File: config.mk
export PLATFORM = sky130hd
export DESIGN_NAME = preset_bin_counter
export DESIGN_NICKNAME = d
export VERILOG_FILES = /design/src/rtl/pbc_pkg.sv /design/src/rtl/pbc_mode_sel.sv /design/src/rtl/pbc_next_val.sv /design/src/rtl/pbc_state_reg.sv /design/src/rtl/pbc_tc_decode.sv /design/src/rtl/preset_bin_counter.sv
export SDC_FILE = /design/constraint.sdc
export NUM_CORES = 1
export LEC_CHECK = 0
export BUFFER_PORTS_ARGS = -buffer_cell sky130_fd_sc_hd__buf_2
export CAP_MARGIN = 10
export CORE_AREA = 4 4 41 43
export CTS_CLUSTER_DIAMETER = 200
export DETAILED_ROUTE_END_ITERATION = 12
export DIE_AREA = 0 0 45 47
export PLACE_DENSITY_LB_ADDON = 0.15
export SKIP_LAST_GASP = 1
export SYNTH_ARGS = -nofsm -noshare
export SYNTH_HDL_FRONTEND = slang
export SYNTH_SLANG_ARGS = --single-unit
File: constraint.sdc
create_clock -name clk -period 2.28 [get_ports clk]
set_input_delay 0.456 -clock clk [delete_from_list [all_inputs] [get_ports clk]]
set_output_delay 0.456 -clock clk [all_outputs]
set_load 0.01 [all_outputs]
File: src/rtl/pbc_pkg.sv
`timescale 1ns/1ps
package pbc_pkg;

   // Operating mode decided for the coming rising edge, highest priority first.
   typedef enum logic [1:0] {
      PBC_CLEAR = 2'd0,
      PBC_LOAD  = 2'd1,
      PBC_STEP  = 2'd2,
      PBC_HOLD  = 2'd3
   } pbc_mode_e;

   // Widest counter the library accepts for a single stage.
   localparam int unsigned PBC_MAX_WIDTH = 32;

endpackage

File: src/rtl/pbc_mode_sel.sv
`timescale 1ns/1ps
module pbc_mode_sel
   import pbc_pkg::*;
(
   input  logic      clr_req,
   input  logic      load_n,
   input  logic      en_par,
   input  logic      en_trk,
   output pbc_mode_e mode
);

   logic step_ok;

   assign step_ok = en_par & en_trk;

   always_comb begin
      if (clr_req) begin
         mode = PBC_CLEAR;
      end else if (!load_n) begin
         mode = PBC_LOAD;
      end else if (step_ok) begin
         mode = PBC_STEP;
      end else begin
         mode = PBC_HOLD;
      end
   end

endmodule

File: src/rtl/pbc_next_val.sv
`timescale 1ns/1ps
module pbc_next_val
   import pbc_pkg::*;
#(
   parameter int unsigned WIDTH = 4
)(
   input  pbc_mode_e        mode,
   input  logic [WIDTH-1:0] cur,
   input  logic [WIDTH-1:0] din,
   output logic [WIDTH-1:0] nxt
);

   // Per-bit toggle enables: a bit flips when every lower bit is one.
   logic [WIDTH-1:0] carry;
   logic [WIDTH-1:0] inc;

   assign carry[0] = 1'b1;

   for (genvar b = 0; b < WIDTH; b++) begin : g_bit
      assign inc[b] = cur[b] ^ carry[b];
      if (b < WIDTH - 1) begin : g_carry
         assign carry[b+1] = carry[b] & cur[b];
      end
   end

   always_comb begin
      unique case (mode)
         PBC_CLEAR: nxt = '0;
         PBC_LOAD:  nxt = din;
         PBC_STEP:  nxt = inc;
         default:   nxt = cur;
      endcase
   end

endmodule

File: src/rtl/pbc_state_reg.sv
`timescale 1ns/1ps
module pbc_state_reg #(
   parameter int unsigned WIDTH      = 4,
   parameter bit          SYNC_CLEAR = 1'b0
)(
   input  logic             clk,
   input  logic             rst_n,
   input  logic [WIDTH-1:0] nxt,
   output logic [WIDTH-1:0] q
);

   if (SYNC_CLEAR) begin : g_sync
      // Clear reaches the register through the mode decode as a next value.
      always_ff @(posedge clk) begin
         q <= nxt;
      end
   end else begin : g_async
      always_ff @(posedge clk or negedge rst_n) begin
         if (!rst_n) begin
            q <= '0;
         end else begin
            q <= nxt;
         end
      end
   end

endmodule

File: src/rtl/pbc_tc_decode.sv
`timescale 1ns/1ps
module pbc_tc_decode #(
   parameter int unsigned WIDTH = 4
)(
   input  logic [WIDTH-1:0] q,
   input  logic             en_trk,
   output logic             tc
);

   logic at_top;

   assign at_top = &q;
   assign tc     = at_top & en_trk;

endmodule

File: src/rtl/preset_bin_counter.sv
`timescale 1ns/1ps
module preset_bin_counter
   import pbc_pkg::*;
#(
   parameter int unsigned WIDTH      = 4,
   parameter bit          SYNC_CLEAR = 1'b0
)(
   input  logic             clk,
   input  logic             rst_n,
   input  logic             load_n,
   input  logic             en_par,
   input  logic             en_trk,
   input  logic [WIDTH-1:0] din,
   output logic [WIDTH-1:0] count,
   output logic             tc
);

   if (WIDTH < 1 || WIDTH > PBC_MAX_WIDTH) begin : g_bad_width
      $error("preset_bin_counter: WIDTH %0d outside 1..%0d", WIDTH, PBC_MAX_WIDTH);
   end

   logic             clr_req;
   pbc_mode_e        mode;
   logic [WIDTH-1:0] nxt;
   logic [WIDTH-1:0] q;

   if (SYNC_CLEAR) begin : g_clr_sync
      assign clr_req = ~rst_n;
   end else begin : g_clr_async
      assign clr_req = 1'b0;
   end

   pbc_mode_sel u_mode (
      .clr_req (clr_req),
      .load_n  (load_n),
      .en_par  (en_par),
      .en_trk  (en_trk),
      .mode    (mode)
   );

   pbc_next_val #(.WIDTH(WIDTH)) u_next (
      .mode (mode),
      .cur  (q),
      .din  (din),
      .nxt  (nxt)
   );

   pbc_state_reg #(.WIDTH(WIDTH), .SYNC_CLEAR(SYNC_CLEAR)) u_reg (
      .clk   (clk),
      .rst_n (rst_n),
      .nxt   (nxt),
      .q     (q)
   );

   pbc_tc_decode #(.WIDTH(WIDTH)) u_tc (
      .q      (q),
      .en_trk (en_trk),
      .tc     (tc)
   );

   assign count = q;

endmodule

==> results.cfg <==
[power]
p_per_area_nw_per_um2 = 687
p_leak_nw = 0.168
peakVddDrop_mv = 0.160
design_power_total_mw = 0.223

[floorplanning]
row_count = 13
die_h_um = 47
dieArea_um2 = 2120
core_area_um2 = 1300
initial_core_util_pct = 17.2
die_width_um = 45
io_pins = 14

[critical_path]
critPathMaxStageDelay_ns = 0.39
worstRegToRegCells = 5
cp_data_arrival_time_ns = 1.18
critPathTopFamily = flip-flops
path_buf_inv = 1
startpoint_type = register
cp_cell_sequence = ha_1 > and4_2 > buf_2
cp_max_fo = 3
critPathSlowestCell = dfrtp_1
cp.depth = 3
crit_path_end_kind = primary output
worstSetupPathType = register to primary output
crit_required_ns = 1.82

[placement]
gp_congestion = 0.741
dp_cells = 49
place_area_um2 = 303
io_buffers = 13

[cells_and_area]
reg_top3 = u_reg.q: 4 flops
final_cell_area_um2 = 325
layout.cells.non_filler = 52
final_net_count = 50
antenna-diode-count = 0
fill_cells = 168
area_delta_synth_final_pct = 45.3
multi_input_area_um2 = 119
largest_reg_flops = 4
layout-drive-gt1-share_pct = 48.6
top_register = u_reg.q
ff_latch_area_um2 = 100

[logic_synthesis]
synth-seq-area-share_pct = 44.7
yosys_warnings = 0
syn_nets = 33
synth_async_sr_flop_share_pct = 100
avgSynthCellArea_um2 = 10.2
syn_area_um2 = 224
synth_flop_cell = dfrtp_1
synth_edf_count = 0
syn_inst = 22
synth.area.top_cells = dfrtp_1 45%, ha_1 11%, a21oi_1 8.9%
yosysTopAreaCell = dfrtp_1
synthTopCellsByCount = 4 x a21oi_1, 4 x dfrtp_1, 4 x nor2_1
yosys.area.top_type_share_pct = 44.7
ys_seq_elements = 4
synth.distinct_cells = 10

[clock_network]
numCtsBuffers = 3
cts-root-buf = clkbuf_4
clock_latency_ns = 0.23
hold_buffers = 0
htreeDepth = 1
postCtsSetupBuffers = 0
clk_path_buf_depth = 2
cts_resized = 0
clk_pin_slew_ns = 0.04
cts_num_sinks = 4
cts_tree = built

[routing]
routed_wl_um = 520
ant_nets = 0
drtPass1Iterations = 2
vias_per_cell = 3.94
vias = 205
drc = 0
wl_per_cell_um = 10.0
drt-initial-drc-count = 3

[timing]
rsz0062_at_grt = false
relSlewSlack_pct = 91.7
final.setup_skew_ns = 0.000912
tightest_slew_ns = 0.122
finalCriticalPeriod_ns = 1.63
final-setup-viol-count = 0
max_freq_mhz = 612
timing.hold.ws_ns = 0.0212
fin_crit_sh_pct = 71.7
final-hold-violation-count = 0
slew_viol_final = 0
tns_ns = 0

[global_route]
antenna_found_initial = 0
grt_pass1_vias = 202
grt_max_degree = 9
gr-total-overflow = 0
grtUsageTotal_pct = 6.02
grt_pass1_wl_um = 793

[run_status]
run_status = finished clean

[flow_run]
drv_cap = 0

[hold_path]
hold_path_class = input pin to asynchronous set/reset pin
-- routing by layer --
layer / wire, um / share of wire, % / track usage, %
met1: 220 / 42 / 5.72
met2: 230 / 44 / 7.91
met3: 70 / 13 / 3.07
met5: 0 / 0 / 0
met4: 0 / 0 / 8.77
-- metrics by stage --
stage                     utilization (%)  setup slack (ns)
after floorplan                         -             0.968
after global placement               23.3             0.899
after detailed placement             23.3             0.882
after CTS                            25.0             0.627
after global routing                 25.0             0.607
final                                25.0             0.646
-- cells in the final DEF, fill, tap and decap left out --
cell,n
a21oi_1,4
and4_2,1
buf_2,13
clkbuf_4,3
dfrtp_1,4
ha_1,2
mux2i_1,2
nand2_2,1
nand3_1,1
nor2_1,4
xor2_1,2
-- final cells by class --
type | count | share of cell area, %
clock buffer | 3 | 6.92
multi-input combinational | 17 | 36.5
timing repair buffer | 13 | 20.0
tap | 15 | 5.77
sequential | 4 | 30.8
-- final timing paths --
kind / slack [ns] / endpoint / startpoint
max in group asynchronous: 2.14 / u_reg.q[2] / rst_n
setup reg to reg: 1.04 / u_reg.q[3] / u_reg.q[0]
hold / removal: 0.02 / u_reg.q[0] / rst_n
setup / recovery: 0.65 / tc / u_reg.q[0]
hold reg to reg: 0.60 / u_reg.q[1] / u_reg.q[1]
min in group clk: 0.47 / u_reg.q[1] / din[1]
-- worst reg2reg max path: stages, from the launching register on --
cell	delay, ns
dfrtp_1	0.39
ha_1	0.22
ha_1	0.18
nand3_1	0.08
xor2_1	0.17
a21oi_1	0.08
-- power breakdown --
group	leakage (nW)	internal, mW	switching, mW
logic	0.109	0.0251	0.0255
registers	0.0448	0.0801	0.00754
clock network	0.0138	0.0587	0.0265
total	0.168	0.164	0.0596
-- logic make-up after synthesis --
kind of cell	synth area share [%]
AO/OA/AOI/OAI	8.94
XOR/XNOR	7.82
adder cells (fa/ha/maj)	11.2
buffers and inverters	2.23
flip-flops	44.7
multiplexers	8.94
AND/OR/NAND/NOR	16.2
(Power assumes the default switching activity.)
